==> config.mk <==
export PLATFORM = sky130hd
export DESIGN_NAME = seg_walker
export DESIGN_NICKNAME = d
export VERILOG_FILES = /design/src/rtl/seg_walker.sv
export SDC_FILE = /design/constraint.sdc
export NUM_CORES = 1
export LEC_CHECK = 0
export BUFFER_PORTS_ARGS = -buffer_cell sky130_fd_sc_hd__clkbuf_2
export CORE_MARGIN = 3
export CORE_UTILIZATION = 52
export DETAILED_ROUTE_END_ITERATION = 6
export GPL_ROUTABILITY_DRIVEN = 0
export PLACE_DENSITY = 0.85
export SKIP_CTS_REPAIR_TIMING = 1
export SYNTH_ARGS = -nofsm -noshare
export SYNTH_HDL_FRONTEND = slang
export SYNTH_SLANG_ARGS = --single-unit
==> constraint.sdc <==
create_clock -name clk -period 3.3 [get_ports clk]
set_input_delay 0.33 -clock clk [delete_from_list [all_inputs] [get_ports clk]]
set_output_delay 0.33 -clock clk [all_outputs]
set_load 0.005 [all_outputs]
==> src/rtl/seg_walker.sv <==
module seg_walker #(
  parameter int ADDR_W = 32,
  parameter int SEG_W  = 10,
  parameter int PG_W   = 10,
  parameter int OFF_W  = 12
) (
  input  logic                      clk,
  input  logic                      rst_n,
  input  logic                      req_valid,
  output logic                      req_ready,
  input  logic [SEG_W+PG_W-1:0]     req_vpn,
  input  logic                      req_write,
  input  logic [ADDR_W-1:0]         table_base,
  output logic                      mem_req,
  output logic [ADDR_W-1:0]         mem_addr,
  input  logic                      mem_rvalid,
  input  logic [ADDR_W-1:0]         mem_rdata,
  output logic                      done,
  output logic [ADDR_W-OFF_W-1:0]   res_frame,
  output logic                      res_write,
  output logic                      res_valid,
  output logic                      fault,
  output logic [SEG_W+PG_W-1:0]     fault_page,
  output logic                      fault_illegal,
  output logic                      fault_invalid
);
  localparam int PN_W = SEG_W + PG_W;

  typedef enum logic [1:0] {S_IDLE, S_SEG, S_PTE, S_FIN} st_t;

  st_t               st;
  logic [PN_W-1:0]   vpn_q;
  logic              wr_q;
  logic [ADDR_W-1:0] base_q;
  logic [ADDR_W-1:0] ent_q;
  logic              seg_bad_q;

  always_ff @(posedge clk) begin
    if (!rst_n) begin
      st        <= S_IDLE;
      vpn_q     <= '0;
      wr_q      <= 1'b0;
      base_q    <= '0;
      ent_q     <= '0;
      seg_bad_q <= 1'b0;
    end else begin
      case (st)
        S_IDLE: if (req_valid) begin
          vpn_q  <= req_vpn;
          wr_q   <= req_write;
          base_q <= table_base;
          st     <= S_SEG;
        end
        S_SEG: if (mem_rvalid) begin
          ent_q     <= mem_rdata;
          seg_bad_q <= ~mem_rdata[0];
          st        <= mem_rdata[0] ? S_PTE : S_FIN;
        end
        S_PTE: if (mem_rvalid) begin
          ent_q <= mem_rdata;
          st    <= S_FIN;
        end
        default: st <= S_IDLE;
      endcase
    end
  end

  logic [SEG_W-1:0]  seg_n;
  logic [PG_W-1:0]   pg_n;
  logic [ADDR_W-1:0] seg_addr, pte_addr;
  logic              bad_inv, bad_ill, fin, ok;

  assign seg_n    = vpn_q[PN_W-1 -: SEG_W];
  assign pg_n     = vpn_q[PG_W-1:0];
  assign seg_addr = base_q + (ADDR_W'(seg_n) << 2);
  assign pte_addr = {ent_q[ADDR_W-1:2], 2'b00} + (ADDR_W'(pg_n) << 2);

  assign req_ready = (st == S_IDLE);
  assign mem_req   = (st == S_SEG) || (st == S_PTE);
  assign mem_addr  = (st == S_SEG) ? seg_addr :
                     (st == S_PTE) ? pte_addr : '0;

  assign bad_inv = seg_bad_q | ~ent_q[0];
  assign bad_ill = ~seg_bad_q & wr_q & ~ent_q[1];
  assign fin     = (st == S_FIN);
  assign ok      = ~bad_inv & ~bad_ill;

  assign done      = fin & ok;
  assign fault     = fin & ~ok;
  assign res_frame = done ? ent_q[ADDR_W-1:OFF_W] : '0;
  assign res_write = done & ent_q[1];
  assign res_valid = done & ent_q[0];

  assign fault_page    = fault ? vpn_q : '0;
  assign fault_invalid = fault & bad_inv;
  assign fault_illegal = fault & bad_ill;
endmodule


==> impl_metrics.json, run 1 <==
{
  "finalCoreUtilization_pct": 66.36,
  "synthesis.area_per_instance_um2": 7.382,
  "grt_antenna_before_repair": 0,
  "synth-seq-cells": 88,
  "post_synthesis_instance_total": 730,
  "achievable-frequency_mhz": 318.2,
  "skew_ns": 0.01153,
  "design.final.nets": 996,
  "worst_ep_arrival_time_ns": 2.81,
  "post-route-period-util_pct": 95.24,
  "yosysMostFrequentCell": "nand2_1",
  "global_route.usage.total_pct": 26.46,
  "leakage_uw": 0.002872,
  "finalHoldViolations": 0,
  "timing.max_slew.rel_slack_pct": 40.08,
  "worst_setup_sp_type": "flip-flop",
  "cts.htree.levels": 3,
  "syn2layout_area_growth_pct": 22.03,
  "yosys.area.top_type": "dfxtp_1",
  "floorplan.core_area_um2": 9910,
  "io_pins": 169,
  "final_cell_area_um2": 6576,
  "ys_warn_count": 0,
  "globalRoute.totalOverflow": 0,
  "crit_start": "vpn_q[0]$_SDFFE_PN0P_",
  "clk_pin_slew_ns": 0.10,
  "syn_area_um2": 5389,
  "worst_slack_ns": 0.1571,
  "die_w_um": 107.8,
  "tritoncts.num_buffers": 9,
  "wl_per_cell_um": 15.31,
  "worst_hold_start": "table_base[24]",
  "yosys_most_used_dff": "dfxtp_1",
  "initial_core_util_pct": 54.38,
  "avgViaCountPerCell": 5.547,
  "critical_path_end_type": "output pin",
  "drv_slew": 0,
  "worst-slew-pin-transition_ns": 0.8988,
  "maxCapViolations": 0,
  "fp.dieH_um": 107.8,
  "cts_max_path_buffers": 2,
  "dpl_worst_slack_ns": 0.4862,
  "drt-initial-drc-count": 293,
  "outcome": "completed",
  "final_cells": 1019,
  "synth_edf_count": 0,
  "fin_tns_setup_ns": 0,
  "grt_pass1_wl_mm": 24.59,
  "cts_tree": "done",
  "tritoncts_num_sinks": 88,
  "drt.antenna.violating_nets": 0,
  "synth_top_cells_by_area": "dfxtp_1 (33%), nand2_1 (14%), a21oi_1 (11%)",
  "detailedRoute.firstPassIterationCount": 6,
  "hold_path.class": "in2reg",
  "crit_path_frequent_cell": "o211ai_1",
  "number_of_global_route_vias_before_repair": 5099,
  "crit_required_ns": 2.97,
  "timing.critical_path.fanout_max": 10,
  "synth_sequential_area_ratio_pct": 32.69,
  "dp_hpwl_mm": 11.72,
  "site_row_count": 36,
  "synth_cell_type_count": 51,
  "slowest_delay_ns": 0.37,
  "peakVddDrop_v": 0.0002905,
  "clk-insertion-delay-late_ns": 0.36,
  "layout-drive-gt1-share_pct": 23.81,
  "area_share_of_the_largest_cell_type_after_synthesis_pct": 32.69,
  "clock_root_buffer": "clkbuf_8",
  "routed-via-count": 5652,
  "fin_crit_ns": 3.143,
  "power_density_nw_per_um2": 593.8,
  "diodes": 0,
  "async_reset_ff_share_pct": 0,
  "detailed_place.area_um2": 6332,
  "criticalPathCategory": "reg2out",
  "crit_path_top_delay_cell": "dfxtp_1",
  "routed_wirelength_mm": 15.60,
  "synth_nets": 845,
  "final-setup-viol-count": 0,
  "grt_start_max_net_pins": 69,
  "portBuffers": 168,
  "detailed_route_drc_error_count": 0,
  "yosys-top-cells-count": "nand2_1 (195), a21oi_1 (114), dfxtp_1 (88)",
  "timing.rr.start": "st[1]$_SDFFE_PN0P_",
  "fp.dieArea_um2": 11620,
  "placedCellCount": 1002,
  "cell_chain_of_the_critical_path": "ha_1 > inv_1 > fa_1 > nand2b_1 > a21oi_1 > o211ai_1 > buf_4 > a211oi_1 > xnor2_1 > o211ai_1 > clkbuf_2"
}
## worst paths after layout
kind                        endpoint  slack (ns)  cells past startpoint
max                     mem_addr[30]        0.16                     11
min          base_q[24]$_SDFFE_PN0P_        0.17                      3
max reg2reg    vpn_q[0]$_SDFFE_PN0P_        1.30                      5
min reg2reg   base_q[1]$_SDFFE_PN0P_        0.45                      2
## routing by layer
metal / part of all wire (%) / wire [um] / vias up / GRT usage [%]
met5: 0 / 0 / - / 0
met4: 2.7 / 423 / 0 / 9.288
met3: 5.7 / 893 / 35 / 4.139
met2: 48 / 7447 / 200 / 43.29
met1: 44 / 6834 / 2583 / 35.40
li1: - / - / 2834 / -
## worst max-delay path, delay by kind of cell (launching register included)
family                     cells  cell delay [ns]
AOI/OAI and AO/OA              4             0.81
xor gates and xnor gates       1             0.11
adders and majority gates      2             0.55
buffers and inverters          3             0.40
DFF                            1             0.37
and+or+nand+nor                1             0.19
## metrics by stage
step / hold WS (ns) / power [uW]
after floorplan: 0.4317 / 2527
after global placement: 0.4397 / 3005
after detailed placement: 0.4441 / 3042
after CTS: 0.1641 / 3890
after global routing: 0.1622 / 4168
final: 0.1725 / 3905
## logic make-up after synthesis
| family | count (synthesis) | synth area share [%] |
|---|---|---|
| mux | 1 | 0.1858 |
| xor+xnor | 45 | 7.314 |
| simple gates | 314 | 27.63 |
| compound gates | 201 | 21.94 |
| flops | 88 | 32.69 |
| fa+ha+maj | 26 | 6.315 |
| buf+inv | 55 | 3.924 |
## power by group
part,leakage (uW),switching [uW],internal [uW]
clock,0.000115,421,436
combinational,0.00204,946,576
sequential,0.000720,240,1290
total,0.00287,1610,2300
## sequential cells by signal (all words and copies together) (netlist names)
| register | flops |
|---|---|
| base_q | 32 |
| ent_q | 32 |
| seg_bad_q | 1 |
| st | 2 |
| vpn_q | 20 |
| wr_q | 1 |
## final cells by class
type	count	area (um2)
fillers	943	3333
repair buffers	182	945.9
multi-input cells	587	3430
flip-flops and latches	88	1762
inverters	13	48.80
well taps	133	166.4
clock buffers	9	123.9
clock inverters	7	100.1
## cell usage in the layout (no fill, tap or decap), types with 20 or more instances in the layout
cell	count
a21oi_1	114
and2_1	27
and3_1	29
clkbuf_2	168
dfxtp_1	88
ha_1	24
nand2_1	195
o22ai_1	21
xnor2_1	25
xor2_1	20
(Power assumes the default switching activity.)
==> run 2: changes to the inputs <==
--- a/constraint.sdc
+++ b/constraint.sdc
@@ -3,2 +3,2 @@
 set_output_delay 0.33 -clock clk [all_outputs]
-set_load 0.005 [all_outputs]
+set_load 0.05 [all_outputs]
==> run 2 against run 1 <==
Power up 9.3%. First-iteration DRC count increased by 27%. Clock-buffer cell count is the same. Design area is 1.4% higher. Die area is the same. Critical path type unchanged. Global-route usage decreased by 0.55 points. Sequential share of layout area fell by 0.36 points. Critical path depth did not move. Sequential power hardly changed. Largest power group is now combinational logic. Maximum frequency is 2.9% lower.
==> impl_metrics.json, run 2 (synthesis results as in run 1) <==
{
  "swShare_pct": 45.40,
  "finalHoldViolations": 0,
  "setup_repair_after_global_routing_missed_its_margin": "yes",
  "route.met3.wl_um": 902,
  "cts_max_path_buffers": 2,
  "cts.htree.levels": 3,
  "worst-slew-pin-transition_ns": 0.8858,
  "fp.dieArea_um2": 11620,
  "p_clk_share_pct": 20.2,
  "power_report.internal_total_uw": 2331,
  "dp_hpwl_mm": 11.74,
  "cts_tree": "done",
  "wl_per_cell_um": 15.31,
  "maxCapViolations": 0,
  "setup.reg_to_reg.worst_slack_ns": 1.29,
  "drt.antenna.violating_nets": 0,
  "clock_root_buffer": "clkbuf_8",
  "outcome": "completed",
  "maxUsedRoutingLayer": "met4",
  "site_row_count": 36,
  "finalCoreUtilization_pct": 67.27,
  "clk_pin_slew_ns": 0.10,
  "power.combinational.fraction_pct": 44.1,
  "avgViaCountPerCell": 5.602,
  "worst_setup_sp_type": "flip-flop",
  "peakVddDrop_v": 0.0003278,
  "power_density_nw_per_um2": 640.4,
  "grt_start_max_net_pins": 89,
  "syn2layout_area_growth_pct": 23.71,
  "layout_common_cells": "nand2_1 (195), clkbuf_2 (157), a21oi_1 (113), dfxtp_1 (88), and3_1 (29)",
  "crit_required_ns": 2.97,
  "hold_path.class": "in2reg",
  "routed-wl-met2_mm": 7.298,
  "portBuffers": 168,
  "clk-insertion-delay-late_ns": 0.36,
  "worst_ep_arrival_time_ns": 2.91,
  "grt_pass1_wl_mm": 24.39,
  "reg.largest.list": "base_q (32), ent_q (32), vpn_q (20)",
  "drt-initial-drc-count": 373,
  "fin_crit_ns": 3.235,
  "tritoncts.num_buffers": 9,
  "fraction_of_power_consumed_by_sequential_logic_pct": 35.7,
  "routed_wirelength_mm": 15.60,
  "final-setup-viol-count": 0,
  "mostFrequentLayoutCell": "nand2_1",
  "number_of_global_route_vias_before_repair": 5179,
  "globalRoute.totalOverflow": 0,
  "diodes": 0,
  "layout-drive-gt1-share_pct": 24.15,
  "post-route-period-util_pct": 98.04,
  "skew_ns": 0.01096,
  "achievable-frequency_mhz": 309.1,
  "timing.critical_path.fanout_max": 9,
  "floorplan.core_area_um2": 9910,
  "io_pins": 169,
  "criticalPathCategory": "reg2out",
  "initial_core_util_pct": 54.38,
  "tritoncts_num_sinks": 88,
  "routedLengthMet1_mm": 6.821,
  "drv_slew": 0,
  "global_route.usage.total_pct": 25.91,
  "design.final.nets": 996,
  "grt_antenna_before_repair": 0,
  "timing.max_slew.rel_slack_pct": 40.95,
  "critical_path_end_type": "output pin",
  "switching_component_of_the_power_uw": 1938,
  "fin_tns_setup_ns": 0,
  "leakage_uw": 0.002892,
  "number_of_filler_cells_placed_in_the_layout": 876,
  "detailed_route_drc_error_count": 0,
  "routed-via-count": 5708,
  "detailedRoute.firstPassIterationCount": 5,
  "die_w_um": 107.8,
  "fp.dieH_um": 107.8
}
[run 2: cell types whose count changed in the layout (fill, tap and decap cells not counted)]
cell      delta
clkbuf_2    -11
buf_12       +4
clkbuf_4     +4
buf_4        +2
a211oi_1     -1
a211oi_2     +1
a21oi_1      -1
a21oi_2      +1
buf_2        +1
o22ai_1      -1
o22ai_2      +1
[run 2: worst max-delay path, stage by stage (launching register included)]
cell,delay [ns]
dfxtp_1,0.36
ha_1,0.19
inv_1,0.07
fa_1,0.37
nand2b_1,0.21
a21oi_2,0.20
o211ai_1,0.12
buf_4,0.19
a211oi_1,0.26
xnor2_1,0.12
o22ai_1,0.18
clkbuf_4,0.28
[run 2: metal layers]
metal,vias up,GRT usage (%)
met1,2596,33.82
met3,48,3.599
li1,2848,-
met4,0,11.63
met5,-,0
met2,216,42.45
[run 2: final cells by class]
class                   instances  area (um2)  area share [%]
flip-flops and latches         88        1762           26.43
repair buffers                182        1021           15.32
multi-input cells             587        3445           51.67
clock inverters                 7       100.1           1.502
inverters                      13       48.80          0.7320
clock buffers                   9       123.9           1.858
well taps                     133       166.4           2.496
[run 2: per-stage QoR]
stage	instances	power, uW	hold slack [ns]	instance area, um2	worst slack, ns
4_1_cts	1017	4254	0.1687	6606	-0.09326
2_1_floorplan	730	2859	0.4317	5389	0.1734
3_5_place_dp	1001	3393	0.4472	6382	0.2937
5_1_grt	1019	4525	0.1725	6666	-0.09334
3_3_place_gp	1001	3366	0.4404	6382	0.4194
6_report	1019	4269	0.1742	6666	0.06479
[run 2: power by group through the flow]
stage	clock network (uW)	registers, uW	logic, uW
finish	861	1520	1880
global route	915	1560	2050
CTS	871	1520	1860
detailed placement	0	1540	1850
global placement	0	1530	1830
floorplan	0	1460	1400
[run 2: worst paths after layout]
path              depth (start not counted)                endpoint              startpoint
setup / recovery                         11            mem_addr[24]   vpn_q[0]$_SDFFE_PN0P_
hold / removal                            3  base_q[7]$_SDFFE_PN0P_           table_base[7]
setup reg to reg                          6   ent_q[4]$_SDFFE_PN0P_      st[0]$_SDFFE_PN0P_
hold reg to reg                           2  base_q[1]$_SDFFE_PN0P_  base_q[1]$_SDFFE_PN0P_
